===== config.mk =====
export PLATFORM = sky130hd
export DESIGN_NAME = link_slot_sched
export DESIGN_NICKNAME = d
export VERILOG_FILES = /design/src/rtl/lss_pkg.sv /design/src/rtl/lss_group_rr.sv /design/src/rtl/lss_layer_pick.sv /design/src/rtl/link_slot_sched.sv
export SDC_FILE = /design/constraint.sdc
export NUM_CORES = 1
export LEC_CHECK = 0
export ABC_AREA = 1
export CAP_MARGIN = 25
export CORE_MARGIN = 3
export CORE_UTILIZATION = 40
export CTS_CLUSTER_SIZE = 24
export DETAILED_ROUTE_END_ITERATION = 8
export GPL_TIMING_DRIVEN = 0
export MAX_ROUTING_LAYER = met4
export PLACE_DENSITY_LB_ADDON = 0.08
export REMOVE_ABC_BUFFERS = 1
export SLEW_MARGIN = 25
export SYNTH_ARGS = -nofsm -noshare
export SYNTH_HDL_FRONTEND = slang
export SYNTH_SLANG_ARGS = --single-unit

===== constraint.sdc =====
create_clock -name clk -period 3.69 [get_ports clk]
set_clock_uncertainty 0.05 [all_clocks]
set_input_delay 0.369 -clock clk [delete_from_list [all_inputs] [get_ports clk]]
set_output_delay 0.369 -clock clk [all_outputs]
set_load 0.005 [all_outputs]

===== src/rtl/lss_pkg.sv =====
package lss_pkg;

  // Which layer owns the current slot.
  typedef enum logic [1:0] {
    LYR_IDLE  = 2'd0,
    LYR_TSYNC = 2'd1,
    LYR_FCTL  = 2'd2,
    LYR_PATH  = 2'd3
  } layer_e;

  // Weight 0 is served as weight 1.
  function automatic logic [15:0] eff_weight(input logic [15:0] w);
    return (w == 16'd0) ? 16'd1 : w;
  endfunction

endpackage


===== src/rtl/lss_group_rr.sv =====
module lss_group_rr
  import lss_pkg::*;
#(
  parameter int NUM_PATHS = 8,
  parameter int PRIO_W    = 3,
  parameter int WEIGHT_W  = 4,
  parameter int GROUP_ID  = 0
) (
  input  logic                          clk,
  input  logic                          rst_n,
  input  logic                          slot_en,
  input  logic                          win,
  input  logic [NUM_PATHS-1:0]          path_req,
  input  logic [NUM_PATHS*PRIO_W-1:0]   path_prio,
  input  logic [NUM_PATHS*WEIGHT_W-1:0] path_weight,
  output logic                          grp_req,
  output logic [NUM_PATHS-1:0]          pick
);

  localparam int IDX_W = (NUM_PATHS > 1) ? $clog2(NUM_PATHS) : 1;
  localparam logic [PRIO_W-1:0] MY_GRP = PRIO_W'(GROUP_ID);

  logic [NUM_PATHS-1:0] mreq;
  logic [IDX_W-1:0]     ptr_q, ptr_d, scan_idx, sel_idx;
  logic [WEIGHT_W-1:0]  rem_q, rem_d, scan_raw, scan_eff;
  logic                 ptr_hit, keep, scan_found, state_en;

  // Membership filter: a path belongs here when its group field matches.
  generate
    for (genvar i = 0; i < NUM_PATHS; i++) begin : g_member
      assign mreq[i] = path_req[i] && (path_prio[i*PRIO_W +: PRIO_W] == MY_GRP);
    end
  endgenerate

  assign grp_req = |mreq;
  assign ptr_hit = mreq[ptr_q];
  assign keep    = ptr_hit && (rem_q != '0);

  // Circular scan for the next requesting member after the pointer.
  always_comb begin
    scan_found = 1'b0;
    scan_idx   = ptr_q;
    for (int k = 1; k <= NUM_PATHS; k++) begin
      int t;
      t = int'(ptr_q) + k;
      if (t >= NUM_PATHS) t = t - NUM_PATHS;
      if (!scan_found && mreq[t]) begin
        scan_found = 1'b1;
        scan_idx   = IDX_W'(t);
      end
    end
  end

  always_comb begin
    scan_raw = path_weight[scan_idx*WEIGHT_W +: WEIGHT_W];
    scan_eff = (scan_raw == '0) ? WEIGHT_W'(1) : scan_raw;
  end

  assign sel_idx = keep ? ptr_q : scan_idx;

  always_comb begin
    pick = '0;
    if (grp_req) pick[sel_idx] = 1'b1;
  end

  // Next-state logic.
  always_comb begin
    ptr_d    = ptr_q;
    rem_d    = rem_q;
    state_en = 1'b0;
    if (slot_en) begin
      if (win && grp_req) begin
        state_en = 1'b1;
        if (keep) begin
          rem_d = rem_q - WEIGHT_W'(1);
        end else begin
          ptr_d = scan_idx;
          rem_d = scan_eff - WEIGHT_W'(1);
        end
      end else if (!ptr_hit) begin
        state_en = 1'b1;
        rem_d    = '0;
      end
    end
  end

  always_ff @(posedge clk or negedge rst_n) begin
    if (!rst_n) begin
      ptr_q <= IDX_W'(NUM_PATHS - 1);
      rem_q <= '0;
    end else if (state_en) begin
      ptr_q <= ptr_d;
      rem_q <= rem_d;
    end
  end


  forfeit_chk: assert property (@(posedge clk) disable iff (!rst_n)
    (slot_en && !ptr_hit && !win) |=> (rem_q == '0));


  credit_use_chk: assert property (@(posedge clk) disable iff (!rst_n)
    (slot_en && win && keep) |=> ($stable(ptr_q) && (rem_q == $past(rem_q) - WEIGHT_W'(1))));


  hold_turn_chk: assert property (@(posedge clk) disable iff (!rst_n)
    (slot_en && !win && ptr_hit) |=> ($stable(ptr_q) && $stable(rem_q)));


  idle_slot_chk: assert property (@(posedge clk) disable iff (!rst_n)
    (!slot_en) |=> ($stable(ptr_q) && $stable(rem_q)));

endmodule


===== src/rtl/lss_layer_pick.sv =====
module lss_layer_pick
  import lss_pkg::*;
#(
  parameter int NUM_GROUPS = 8
) (
  input  logic                  ts_req,
  input  logic                  fc_req,
  input  logic [NUM_GROUPS-1:0] grp_req,
  output layer_e                layer,
  output logic [NUM_GROUPS-1:0] grp_win
);

  logic grp_any;

  // Strict priority among groups: lowest index wins.
  always_comb begin
    grp_win = '0;
    grp_any = 1'b0;
    for (int g = 0; g < NUM_GROUPS; g++) begin
      if (!grp_any && grp_req[g]) begin
        grp_win[g] = 1'b1;
        grp_any    = 1'b1;
      end
    end
  end

  always_comb begin
    if (ts_req)       layer = LYR_TSYNC;
    else if (fc_req)  layer = LYR_FCTL;
    else if (grp_any) layer = LYR_PATH;
    else              layer = LYR_IDLE;
  end

endmodule


===== src/rtl/link_slot_sched.sv =====
module link_slot_sched
  import lss_pkg::*;
#(
  parameter int NUM_PATHS = 8,
  parameter int PRIO_W    = 3,
  parameter int WEIGHT_W  = 4
) (
  input  logic                          clk,
  input  logic                          rst_n,
  input  logic                          slot_en,
  input  logic                          ts_req,
  input  logic                          fc_req,
  input  logic [NUM_PATHS-1:0]          path_req,
  input  logic [NUM_PATHS*PRIO_W-1:0]   cfg_prio,
  input  logic [NUM_PATHS*WEIGHT_W-1:0] cfg_weight,
  output logic                          gnt_ts,
  output logic                          gnt_fc,
  output logic [NUM_PATHS-1:0]          gnt_path,
  output logic                          gnt_valid
);

  localparam int NUM_GROUPS = 1 << PRIO_W;

  logic [1:0] rst_pipe;
  logic       rst_s_n;

  logic [NUM_PATHS*PRIO_W-1:0]   prio_q;
  logic [NUM_PATHS*WEIGHT_W-1:0] weight_q;
  logic                          cfg_en;

  logic [NUM_GROUPS-1:0]                grp_req, grp_win, grp_go;
  logic [NUM_GROUPS-1:0][NUM_PATHS-1:0] grp_pick;
  layer_e                               layer;

  logic                 ts_d, fc_d, valid_d;
  logic [NUM_PATHS-1:0] path_d;

  // Reset: asserted asynchronously, released on the clock.
  always_ff @(posedge clk or negedge rst_n) begin
    if (!rst_n) rst_pipe <= '0;
    else        rst_pipe <= {rst_pipe[0], 1'b1};
  end
  assign rst_s_n = rst_pipe[1];

  // Working configuration: captured only while no grant is presented.
  assign cfg_en = !gnt_valid;

  always_ff @(posedge clk or negedge rst_s_n) begin
    if (!rst_s_n) begin
      prio_q   <= '0;
      weight_q <= '0;
    end else if (cfg_en) begin
      prio_q   <= cfg_prio;
      weight_q <= cfg_weight;
    end
  end

  // One path scheduler per priority group.
  generate
    for (genvar g = 0; g < NUM_GROUPS; g++) begin : g_grp
      assign grp_go[g] = (layer == LYR_PATH) && grp_win[g];
      lss_group_rr #(
        .NUM_PATHS (NUM_PATHS),
        .PRIO_W    (PRIO_W),
        .WEIGHT_W  (WEIGHT_W),
        .GROUP_ID  (g)
      ) u_grp (
        .clk         (clk),
        .rst_n       (rst_s_n),
        .slot_en     (slot_en),
        .win         (grp_go[g]),
        .path_req    (path_req),
        .path_prio   (prio_q),
        .path_weight (weight_q),
        .grp_req     (grp_req[g]),
        .pick        (grp_pick[g])
      );
    end
  endgenerate

  lss_layer_pick #(.NUM_GROUPS(NUM_GROUPS)) u_layer (
    .ts_req  (ts_req),
    .fc_req  (fc_req),
    .grp_req (grp_req),
    .layer   (layer),
    .grp_win (grp_win)
  );

  // Next grant.
  always_comb begin
    ts_d   = slot_en && (layer == LYR_TSYNC);
    fc_d   = slot_en && (layer == LYR_FCTL);
    path_d = '0;
    if (slot_en) begin
      for (int g = 0; g < NUM_GROUPS; g++) begin
        if (grp_go[g]) path_d = path_d | grp_pick[g];
      end
    end
    valid_d = ts_d || fc_d || (|path_d);
  end

  always_ff @(posedge clk or negedge rst_s_n) begin
    if (!rst_s_n) begin
      gnt_ts    <= 1'b0;
      gnt_fc    <= 1'b0;
      gnt_path  <= '0;
      gnt_valid <= 1'b0;
    end else begin
      gnt_ts    <= ts_d;
      gnt_fc    <= fc_d;
      gnt_path  <= path_d;
      gnt_valid <= valid_d;
    end
  end


  onehot_grant_chk: assert property (@(posedge clk) disable iff (!rst_s_n)
    $onehot0({gnt_path, gnt_fc, gnt_ts}) && (gnt_valid == (|{gnt_path, gnt_fc, gnt_ts})));


  tsync_first_chk: assert property (@(posedge clk) disable iff (!rst_s_n)
    (slot_en && ts_req) |=> (gnt_ts && !gnt_fc && (gnt_path == '0)));


  fctl_second_chk: assert property (@(posedge clk) disable iff (!rst_s_n)
    (slot_en && !ts_req && fc_req) |=> (gnt_fc && !gnt_ts));


  path_served_chk: assert property (@(posedge clk) disable iff (!rst_s_n)
    (slot_en && !ts_req && !fc_req && (|path_req)) |=> ((gnt_path & $past(path_req)) != '0));


  no_slot_chk: assert property (@(posedge clk) disable iff (!rst_s_n)
    (!slot_en) |=> !gnt_valid);


  cfg_freeze_chk: assert property (@(posedge clk) disable iff (!rst_s_n)
    gnt_valid |=> ($stable(prio_q) && $stable(weight_q)));

endmodule


## Word-level counts from Yosys, hierarchy flattened

Index checks and enable logic that the tools add are counted.

| operators by class | value |
|---|---|
| multiply operators | 0 |
| muxes and demuxes | 514 |
| bitwise gates (word level) | 7 |
| div/mod/pow operators | 0 |
| $add $sub $neg | 144 |
| shift operators | 8 |
| reduce and logical (&&, ||, !) cells | 275 |
| $lt $le $gt $ge | 152 |
| equality and inequality tests | 67 |

Operators with widths:

| cell | number |
|---|---|
| 32-bit by 5-bit >= comparator with 1-bit output, second input constant | 64 |
| 32-bit by 5-bit < comparator with 1-bit output, second input constant | 64 |
| 32-bit two-way mux | 64 |
| 32-bit by 5-bit subtractor with 32-bit output, second input constant | 64 |
| 32-bit by 6-bit indexed part select with 4-bit output | 8 |
| 1-bit two-way mux | 239 |
| 1-bit binary-select mux with 3-bit select | 72 |
| 3-bit two-way mux | 72 |
| 8-bit two-way mux | 24 |
| 1-bit logical AND | 161 |
| 3-bit by 3-bit adder with 4-bit output, second input constant | 32 |
| 4-bit two-way mux | 32 |
| 3-bit == test, second input constant | 32 |
| 8-bit OR reduction | 9 |
| 3-bit by 2-bit adder with 4-bit output, second input constant | 16 |
| 3-bit by 4-bit < comparator with 1-bit output, second input constant | 16 |
| 4-bit by 1-bit subtractor with 4-bit output, second input constant | 16 |
| 1-bit zero test | 63 |
| 8-bit OR | 7 |
| 3-bit by 2-bit == test with 1-bit output, second input constant | 16 |
| 3-bit AND reduction | 16 |
| 3-bit by 4-bit adder with 5-bit output, second input constant | 8 |
| 3-bit by 1-bit adder with 4-bit output, second input constant | 8 |
| 4-bit zero test | 8 |
| 10 further kinds | 56 |

| storage, ports and cells | value |
|---|---|
| word-level logic and storage cells | 1190 |
| RAM bits | 0 |
| output and inout port bits | 11 |
| bits in latches | 0 |
| register bits after elaboration | 125 |
| memories | 0 |
| memory bits (read-only) | 0 |

## Logic depth before layout (Yosys ltp)

Gate-level depths: netlist of run 1.

| depth | value |
|---|---|
| depth after elaboration | 59 |
| gate-level depth with buffers | 31 |
| depth with buffers taken out | 30 |

## Cells and area by module

From an unflattened synthesis of run 1, not the netlist that was laid out.

| unflattened totals | value |
|---|---|
| cell total of the unflattened synthesis | 3128 |
| area, all modules | 18271.3 um^2 |

Modules (own cells, without submodules):

| module | seq. area each (um^2) | cells each | instances | area each (um^2) |
|---|---|---|---|---|
| lss_group_rr at g_grp[3].u_grp ... | 178.9 | 352 | 3 | 1869.3 |
| lss_group_rr at g_grp[1].u_grp ... | 178.9 | 344 | 2 | 1818.0 |
| link_slot_sched | 1726.7 | 299 | 1 | 3173.0 |
| lss_group_rr at g_grp[4].u_grp | 178.9 | 357 | 1 | 1940.6 |
| lss_group_rr at g_grp[0].u_grp | 178.9 | 344 | 1 | 1911.8 |
| lss_group_rr at g_grp[7].u_grp | 178.9 | 357 | 1 | 1870.5 |
| lss_layer_pick | 0.0 | 27 | 1 | 131.4 |

## Worst setup path before layout of run 1

OpenSTA, ideal clock, no wires.

| timing path | value |
|---|---|
| path kind | reg2reg |
| start | register g_grp[7].u_grp.ptr_q[1] |
| end | register g_grp[7].u_grp.rem_q[1] |
| arrival | 3.386 ns |
| cell stages (with the launch flop) | 23 |
| path slack | 0.171 ns |
| buffers on the path | 2 |
| setup time | 0.083 ns |
| required time | 3.557 ns |
| cells stage by stage | dfstp_2 buf_2 clkinv_1 ha_1 inv_1 nand3_1 nand2_1 nand2_1 nand2_1 nand3_1 nor2_2 nand4_2 inv_1 nand2_1 nand2_1 buf_2 o211ai_1 nand3_1 nand2_1 o21ai_0 inv_1 ha_1 o21ai_0 |

| between the ends | value |
|---|---|
| cells in the longest elaborated chain, start to end | 34 |
| elaborated cells between the ends (all ways) | 99 |
| classes of those cells | add/sub: 17; order compare: 8; eq/ne: 1; shift: 1; mux: 55; reduce/logical: 17 |

Ends and longest elaborated chain:

| element | line | source |
|---|---|---|
| start, declared | lss_group_rr.sv:24 | `logic [IDX_W-1:0] ptr_q, ptr_d, scan_idx, sel_idx;` |
| start signal, assigned | lss_group_rr.sv:89 | `ptr_q <= IDX_W'(NUM_PATHS - 1);` |
| start signal, assigned | lss_group_rr.sv:92 | `ptr_q <= ptr_d;` |
| 3-bit by 1-bit adder with 4-bit output | lss_group_rr.sv:45 | `t = int'(ptr_q) + k;` |
| 32-bit by 5-bit subtractor with 32-bit output or 32-bit by 5-bit >= comparator with 1-bit output (tied branches) | lss_group_rr.sv:46 | `if (t >= NUM_PATHS) t = t - NUM_PATHS;` |
| 32-bit two-way mux | lss_group_rr.sv:46 |  |
| 1-bit binary-select mux with 3-bit select | lss_group_rr.sv:47 | `if (!scan_found && mreq[t]) begin` |
| 1-bit two-way mux (not written as such) (2 in series) | lss_group_rr.sv:47 |  |
| 1-bit two-way mux | lss_group_rr.sv:47 |  |
| 1-bit zero test | lss_group_rr.sv:47 |  |
| 1-bit logical AND | lss_group_rr.sv:47 |  |
| [17 not listed] | - |  |
| 1-bit logical AND | lss_group_rr.sv:47 |  |
| 3-bit two-way mux | lss_group_rr.sv:47 |  |
| 32-bit by 6-bit indexed part select with 4-bit output | lss_group_rr.sv:55 | `scan_raw = path_weight[scan_idx*WEIGHT_W +: WEIGHT_W];` |
| 4-bit zero test | lss_group_rr.sv:56 | `scan_eff = (scan_raw == '0) ? WEIGHT_W'(1) : scan_raw;` |
| 4-bit two-way mux | lss_group_rr.sv:56 |  |
| 4-bit by 1-bit subtractor with 4-bit output | lss_group_rr.sv:78 | `rem_d = scan_eff - WEIGHT_W'(1);` |
| 4-bit two-way mux | lss_group_rr.sv:74 | `if (keep) begin` |
| 4-bit two-way mux | lss_group_rr.sv:72 | `if (win && grp_req) begin` |
| end signal, assigned | lss_group_rr.sv:93 | `rem_q <= rem_d;` |
| end, declared | lss_group_rr.sv:25 | `logic [WEIGHT_W-1:0] rem_q, rem_d, scan_raw, scan_eff;` |

Parallel ways exist; a longest one is shown, timed or not. The select of a mux whose other input is x is not followed.
A chain may end at the register's enable or synchronous reset.

## Worst setup path after layout of run 1

| timing path | value |
|---|---|
| start | register g_grp[6].u_grp.ptr_q[1] |
| end | register g_grp[6].u_grp.rem_q[2] |

| between the ends | value |
|---|---|
| cells in the longest elaborated chain, start to end | 34 |
| elaborated cells between the ends (all ways) | 99 |
| classes of those cells | add/sub: 17; order compare: 8; eq/ne: 1; shift: 1; mux: 55; reduce/logical: 17 |

Ends and longest elaborated chain:

| element | line |
|---|---|
| start, declared | lss_group_rr.sv:24 |
| start signal, assigned | lss_group_rr.sv:89 |
| start signal, assigned | lss_group_rr.sv:92 |
| 3-bit by 1-bit adder with 4-bit output | lss_group_rr.sv:45 |
| 32-bit by 5-bit subtractor with 32-bit output or 32-bit by 5-bit >= comparator with 1-bit output (tied branches) | lss_group_rr.sv:46 |
| 32-bit two-way mux | lss_group_rr.sv:46 |
| 1-bit binary-select mux with 3-bit select | lss_group_rr.sv:47 |
| 1-bit two-way mux (not written as such) (2 in series) | lss_group_rr.sv:47 |
| 1-bit two-way mux | lss_group_rr.sv:47 |
| 1-bit zero test | lss_group_rr.sv:47 |
| 1-bit logical AND | lss_group_rr.sv:47 |
| [17 not listed] | - |
| 1-bit logical AND | lss_group_rr.sv:47 |
| 3-bit two-way mux | lss_group_rr.sv:47 |
| 32-bit by 6-bit indexed part select with 4-bit output | lss_group_rr.sv:55 |
| 4-bit zero test | lss_group_rr.sv:56 |
| 4-bit two-way mux | lss_group_rr.sv:56 |
| 4-bit by 1-bit subtractor with 4-bit output | lss_group_rr.sv:78 |
| 4-bit two-way mux | lss_group_rr.sv:74 |
| 4-bit two-way mux | lss_group_rr.sv:72 |
| end signal, assigned | lss_group_rr.sv:93 |
| end, declared | lss_group_rr.sv:25 |

Parallel ways exist; a longest one is shown, timed or not. The select of a mux whose other input is x is not followed.

==> flow_metrics.tcl, run 1 <==
set metrics [dict create \
    outcome "finished, final reports clean" \
    tritoncts "done" \
    postCtsHoldBufs 0 \
    yosys-mux-area-fraction_pct 0.360 \
    tightest_slew_ps 979 \
    dp.final_hpwl_mm 47.5 \
    timing.setup.tns_ps 0 \
    setup_viol 0 \
    grt-ovfl-total 0 \
    worst_ep_required_time_ps 4010 \
    critPathMaxFanout 6 \
    first_iter_violations 1865 \
    synth-compound-area-share_pct 10.7 \
    timing.final.crit_period_ps 3640 \
    r2r_slack_ps 50 \
    setup.worst_path.start_class "register" \
    num_rows 71 \
    grt.met2_usage_pct 47.8 \
    critPathBufInv 4 \
    dr_drc_count 0 \
    crit_slowest_cell "dfstp_2" \
    cts_max_level 4 \
    netlist-cell-type-count 49 \
    clock_slew_seen_by_the_registers_of_the_worst_setup_and_hold_paths_ps 70 \
    synth.cell_area_mm2 0.0157 \
    routed_antenna_nets 0 \
    grt_pass1_vias 17500 \
    path_common_cell "nand2_4" \
    synth-adder-area-share_pct 1.92 \
    core_mm2 0.0381 \
    detail_route.vias_per_cell 5.62 \
    worst_slew_margin_rel_pct 34.5 \
    grt_setup_unrepaired "yes" \
    critical-path-max-stage-delay_ps 560 \
    synthToLayoutAreaGrowth_pct 31.0 \
    synth_simple_gate_area_share_pct 54.2 \
    maxClockFrequency_ghz 0.274 \
    synthesis.area_per_instance_um2 5.54 \
    postSynthRegisterBits 125 \
    antenna_cells_inserted 0 \
    kind_of_cell_adding_the_most_delay_to_the_critical_path "simple AND/OR/NAND/NOR gates" \
    cts_made_buffers 17 \
    routedWlPerCell_um 18.6 \
    timing.final.max_slew_violations 0 \
    ys_warn_count 0 \
    drt-pass1-iter-count 6 \
    filler_cell_count 3827 \
    chipWidth_um 204 \
    timing.critical_path.cells "clkinvlp_4 > ha_4 > inv_8 > nand3_4 > nand2_4 > nand2_4 > nand2_4 > nand3_4 > nor2_4 > nand4_4 > nand2_2 > inv_2 > nand2_4 > buf_12 > nand2_8 > o211ai_1 > a21oi_1 > or2_1 > nand2_1 > nand2_2 > ha_4 > nand2_1 > nand2_1 > o21ai_1" \
    cts.root.buffer_cell "clkbuf_16" \
    detailroute.via_count 19700 \
    syn_inst 2826 \
    timing.setup.critical_path_class "reg -> reg" \
    initial_utilization_pct 41.1 \
    grt_start_max_net_pins 61 \
    grt_first_pass_wirelength_mm 95.9 \
    timing_hold_violations_final 0 \
    max_cap_violations 0 \
    met1_usage_pct 39.3 \
    max-clock-path-buffers 2 \
    numPortBuffers 79 \
    synth-seq-area-share_pct 20.2 \
    finalNetCount 3063 \
    combinational_family_with_the_most_area_after_synthesis "simple AND/OR/NAND/NOR gates" \
    finalCritPeriodShare_pct 98.8 \
    clkLatencyLatePin_ps 460 \
    clock-sinks 125 \
    gpl.final_weighted_congestion 0.982 \
    grt_antenna_before_repair 0 \
    worstSetupEndpointType "register" \
    grt_util_met3_pct 4.12 \
    die_outline_area_mm2 0.0415 \
    grt_util_all_layers_pct 30.2 \
    crit_arrival_ps 3970 \
    chipHeight_um 204 \
    finalWirelength_mm 64.9 \
    busiest_layer "met2" \
    fraction_of_synthesized_cell_area_in_xor_and_xnor_cells_pct 1.73 \
    timing.hold.worst.class "in -> async" \
    ios 80 \
    layout_cells_sized_above_1_pct 21.9 \
]
per-stage QoR:
stage / util [%] / cells / worst slack (ps) / instance area (um^2) / hold WS, ps
5_1_grt: 53.8 / 3494 / -111 / 20500 / 9.50
4_1_cts: 47.0 / 3402 / 2.41 / 17900 / 12.5
6_report: 53.8 / 3494 / 45.1 / 20500 / 23.7
3_3_place_gp: 43.4 / 3338 / -2130 / 16500 / 283
3_5_place_dp: 43.6 / 3341 / -868 / 16600 / 303
2_1_floorplan: - / 2748 / -58.4 / 15100 / 23.4
worst paths after layout:
| kind | startpoint | end | cells past startpoint |
|---|---|---|---|
| setup / recovery | g_grp[6].u_grp.ptr_q[1] | g_grp[6].u_grp.rem_q[2] | 24 |
| hold / removal | rst_n | rst_pipe[1] | 1 |
| hold reg to reg | rst_pipe[1] | weight_q[28] | 0 |
| max in group asynchronous | rst_pipe[1] | g_grp[2].u_grp.ptr_q[0] | 1 |
| setup reg to reg | g_grp[6].u_grp.ptr_q[1] | g_grp[6].u_grp.rem_q[2] | 24 |
| min in group clk | rst_pipe[0] | rst_pipe[1] | 0 |
cells in the mapped netlist, drive strengths merged:
cell | count | area (um^2)
nor3 | 5 | 35.0
mux2 | 5 | 56.3
dfstp | 24 | 631
clkinv | 9 | 33.8
nand2 | 1084 | 4200
a21oi | 77 | 385
o21ai | 162 | 811
conb | 1 | 3.75
xnor2 | 10 | 118
nor4 | 14 | 87.6
buf | 59 | 463
nor2 | 311 | 1270
a31oi | 10 | 62.6
or3 | 1 | 6.26
a2111oi | 1 | 8.76
nand4 | 37 | 290
o211ai | 37 | 278
clkbuf | 19 | 71.3
nand3b | 7 | 52.6
a21boi | 2 | 15.0
ha | 24 | 300
o21bai | 3 | 26.3
and2 | 1 | 6.26
or2 | 5 | 31.3
dfrtp | 101 | 2530
xor2 | 14 | 153
nand3 | 489 | 2510
o22ai | 7 | 43.8
inv | 301 | 1130
a211oi | 6 | 45.0
metal layers:
layer / vias to the layer above / wire length (um) / part of all wire [%]
met1: 9183 / 27100 / 42
li1: 9502 / - / -
met3: 135 / 4870 / 7.5
met2: 830 / 30200 / 46
met4: 0 / 2730 / 4.2
met5: - / 0 / 0
timing repair:
item                                    CTS  global route
setup buffers                            20            78
cloned                                    9            15
endpoints found under the setup margin   41            41
gates resized for setup                 111           470
pin swaps                                13           149
sequential cells by signal (all words and copies together) (netlist names):
signal             cells
g_grp.u_grp.ptr_q     24
g_grp.u_grp.rem_q     32
gnt_fc                 1
gnt_path               8
gnt_ts                 1
gnt_valid              1
prio_q                24
rst_pipe               2
weight_q              32
cell families after synthesis:
kind of cell | count (synthesis)
other | 1
adder cells (fa/ha/maj) | 24
multiplexers | 5
XOR/XNOR | 24
buffers and inverters | 388
AO/OA/AOI/OAI | 305
flip-flops | 125
AND/OR/NAND/NOR | 1954
placed cells by master, fill, tap and decap left out, types with 7 or more instances in the layout:
cell type | synthesis | routed
buf_6 | 19 | 8
nand3_2 | 10 | 57
nor2_1 | 284 | 220
nand3_1 | 478 | 401
a31oi_1 | 10 | 9
dfstp_2 | 24 | 19
clkinvlp_4 | 0 | 8
nand4_1 | 29 | 29
nand4_4 | 1 | 8
inv_2 | 41 | 49
clkdlybuf4s50_1 | 0 | 78
nand3_4 | 1 | 31
nor2_2 | 20 | 54
a21oi_1 | 77 | 77
nand2_8 | 0 | 22
ha_4 | 0 | 14
o21ai_0 | 105 | 83
buf_12 | 0 | 7
nand2_2 | 34 | 99
inv_4 | 0 | 13
nand2_4 | 6 | 44
nand2_1 | 1044 | 943
o21ai_1 | 57 | 68
inv_1 | 260 | 229
buf_4 | 20 | 79
o211ai_1 | 37 | 37
nor2_4 | 7 | 37
nor4_1 | 14 | 14
o21ai_2 | 0 | 11
inv_6 | 0 | 8
ha_2 | 0 | 7
xor2_2 | 4 | 7
dfrtp_1 | 101 | 99
nand3b_1 | 7 | 7
clkbuf_16 | 0 | 17
final cells by class:
type	count	area, um^2	share of cell area, %
Inverter	310	1280	6.27
Multi-Input combinational cell	2337	13100	63.7
Sequential cell	125	3180	15.5
Clock buffer	18	439	2.14
Tap cell	511	639	3.12
Timing Repair Buffer	179	1740	8.47
Clock inverter	14	158	0.769
Power of run 1 is not shown: default switching activity piles up to over one toggle a cycle in this logic, so the estimate is an artifact.
==> run 2, diff against run 1 <==
--- a/config.mk
+++ b/config.mk
@@ -19,3 +19,4 @@
 export SYNTH_ARGS = -nofsm -noshare
 export SYNTH_HDL_FRONTEND = slang
 export SYNTH_SLANG_ARGS = --single-unit
+export TNS_END_PERCENT = 30
==> run 2 against run 1 <==
Against the previous run: global-route usage is the same; wire length shrank 0.31%; die area stayed put; fmax rose by 0.68%; cell area down 0.46%; core utilization down 0.25 points; hold slack better by 0.85 ps; count of clock-buffer cells in the layout did not move; via count up 0.14%; critical path depth unchanged; highest routed layer unchanged.
==> flow_metrics.tcl, run 2 (same netlist as run 1, synthesis figures left out) <==
set metrics [dict create \
    biggestRegsByFlops "g_grp.u_grp.rem_q: 32 flops, weight_q: 32 flops" \
    antenna_cells_inserted 0 \
    finalWirelength_mm 64.7 \
    sequential_cell_area_mm2 0.00318 \
    die_outline_area_mm2 0.0415 \
    cts_made_buffers 17 \
    first_iter_violations 1872 \
    maxClockFrequency_ghz 0.276 \
    postPlaceCellArea_mm2 0.0166 \
    drt-pass1-iter-count 6 \
    tightest_slew_ps 990 \
    postCtsHoldBufs 0 \
    grt.met2_usage_pct 47.8 \
    max-clock-path-buffers 2 \
    layout.cells.most_common_list "948 x nand2_1, 405 x nand3_1, 229 x inv_1" \
    core_mm2 0.0381 \
    cts.root.buffer_cell "clkbuf_16" \
    initial_utilization_pct 41.1 \
    grt_first_pass_wirelength_mm 95.9 \
    multi_input_logic_area_mm2 0.0130 \
    layout_cells_sized_above_1_pct 21.5 \
    chipWidth_um 204 \
    routedWlPerCell_um 18.5 \
    dr_drc_count 0 \
    finalNetCount 3061 \
    gpl.final_weighted_congestion 0.982 \
    final_common_cell "nand2_1" \
    tritoncts "done" \
    clock_slew_seen_by_the_registers_of_the_worst_setup_and_hold_paths_ps 70 \
    worst_slew_margin_rel_pct 33.8 \
    max_cap_violations 0 \
    worstSetupEndpointType "register" \
    busiest_layer "met2" \
    timing.setup.critical_path_class "reg -> reg" \
    cts_max_level 4 \
    clock-sinks 125 \
    finalCritPeriodShare_pct 98.1 \
    synthToLayoutAreaGrowth_pct 30.4 \
    detail_route.vias_per_cell 5.63 \
    crit-reg2reg-launch "g_grp[6].u_grp.ptr_q[1]" \
    grt_util_met3_pct 4.12 \
    setup_viol 0 \
    critPathMaxFanout 6 \
    outcome "finished, final reports clean" \
    timing.final.max_slew_violations 0 \
    routed_antenna_nets 0 \
    num_rows 71 \
    dp.final_hpwl_mm 47.5 \
    grt_start_max_net_pins 61 \
    clkLatencyLatePin_ps 460 \
    grt_setup_unrepaired "yes" \
    layout.cell_area.non_filler_mm2 0.0204 \
    filler_cell_count 3831 \
    grt_antenna_before_repair 0 \
    timing.final.crit_period_ps 3620 \
    worst_ep_required_time_ps 4020 \
    grt-ovfl-total 0 \
    numPortBuffers 79 \
    timing_hold_violations_final 0 \
    grt_util_all_layers_pct 30.2 \
    grt_pass1_vias 17500 \
    crit_arrival_ps 3950 \
    timing.hold.worst.class "in -> async" \
    critPathLaunch "g_grp[6].u_grp.ptr_q[1]" \
    detailroute.via_count 19700 \
    met1_usage_pct 39.3 \
    setup.worst_path.start_class "register" \
    ios 80 \
    chipHeight_um 204 \
]
[run 2: cell count changes in the layout (fill, tap and decap cells not counted), moves of 2 or more]
cell,change
nand2_1,+5
nand2_2,-4
nand3_1,+4
nand3_4,-3
nor2_4,-3
nor2_2,+2
[run 2: worst paths after layout]
kind | slack [ps] | to | depth (start not counted)
setup / recovery | 70 | g_grp[6].u_grp.rem_q[2] | 24
hold / removal | 20 | rst_pipe[1] | 1
setup reg to reg | 70 | g_grp[6].u_grp.rem_q[2] | 24
hold reg to reg | 290 | weight_q[28] | 0
max in group asynchronous | 2570 | g_grp[2].u_grp.ptr_q[0] | 1
min in group clk | 310 | rst_pipe[1] | 0
[run 2: layout make-up]
class | count | area share (%)
well taps | 511 | 3.13
multi-input cells | 2337 | 63.6
clock inverters | 14 | 0.773
flip-flops and latches | 125 | 15.6
repair buffers | 177 | 8.42
clock buffers | 18 | 2.15
inverters | 310 | 6.28
[run 2: stage by stage]
stage	TNS (ps)	util (%)	std cells	setup WS (ps)	hold slack, ps
floorplan	-5780	-	2748	-58.4	23.4
global placement	-239950	43.4	3338	-2130	283
detailed placement	-20410	43.6	3341	-868	303
CTS	0	47.0	3402	2.41	12.5
global route	-655	53.5	3492	-111	9.50
finish	0	53.5	3492	69.7	24.5
[run 2: layer usage]
| layer | part of all wire, % | vias up |
|---|---|---|
| met5 | 0 | - |
| met4 | 4.5 | 0 |
| met3 | 7.5 | 140 |
| met2 | 46 | 832 |
| met1 | 42 | 9205 |
| li1 | - | 9500 |
[run 2: repair_timing]
action,CTS,global route
pin swaps,13,142
buffers inserted,20,76
gates resized for setup,111,452
cloned,9,15
endpoints found under the setup margin,41,41
[run 2: critical path, stage by stage, from the launching register on]
cell and delay [ps]:
dfstp_2 560, clkinvlp_4 140, ha_4 340, inv_8 110, nand3_4 90, nand2_4 100, nand2_4 60, nand2_4 90
nand3_4 80, nor2_4 230, nand4_4 200, nand2_2 120, inv_2 40, nand2_4 120, buf_12 130, nand2_8 60
o211ai_1 100, a21oi_1 80, or2_1 220, nand2_1 90, nand2_2 90, ha_4 170, nand2_1 60, nand2_1 60
o21ai_1 150
Power of run 2 is left out for the same reason.
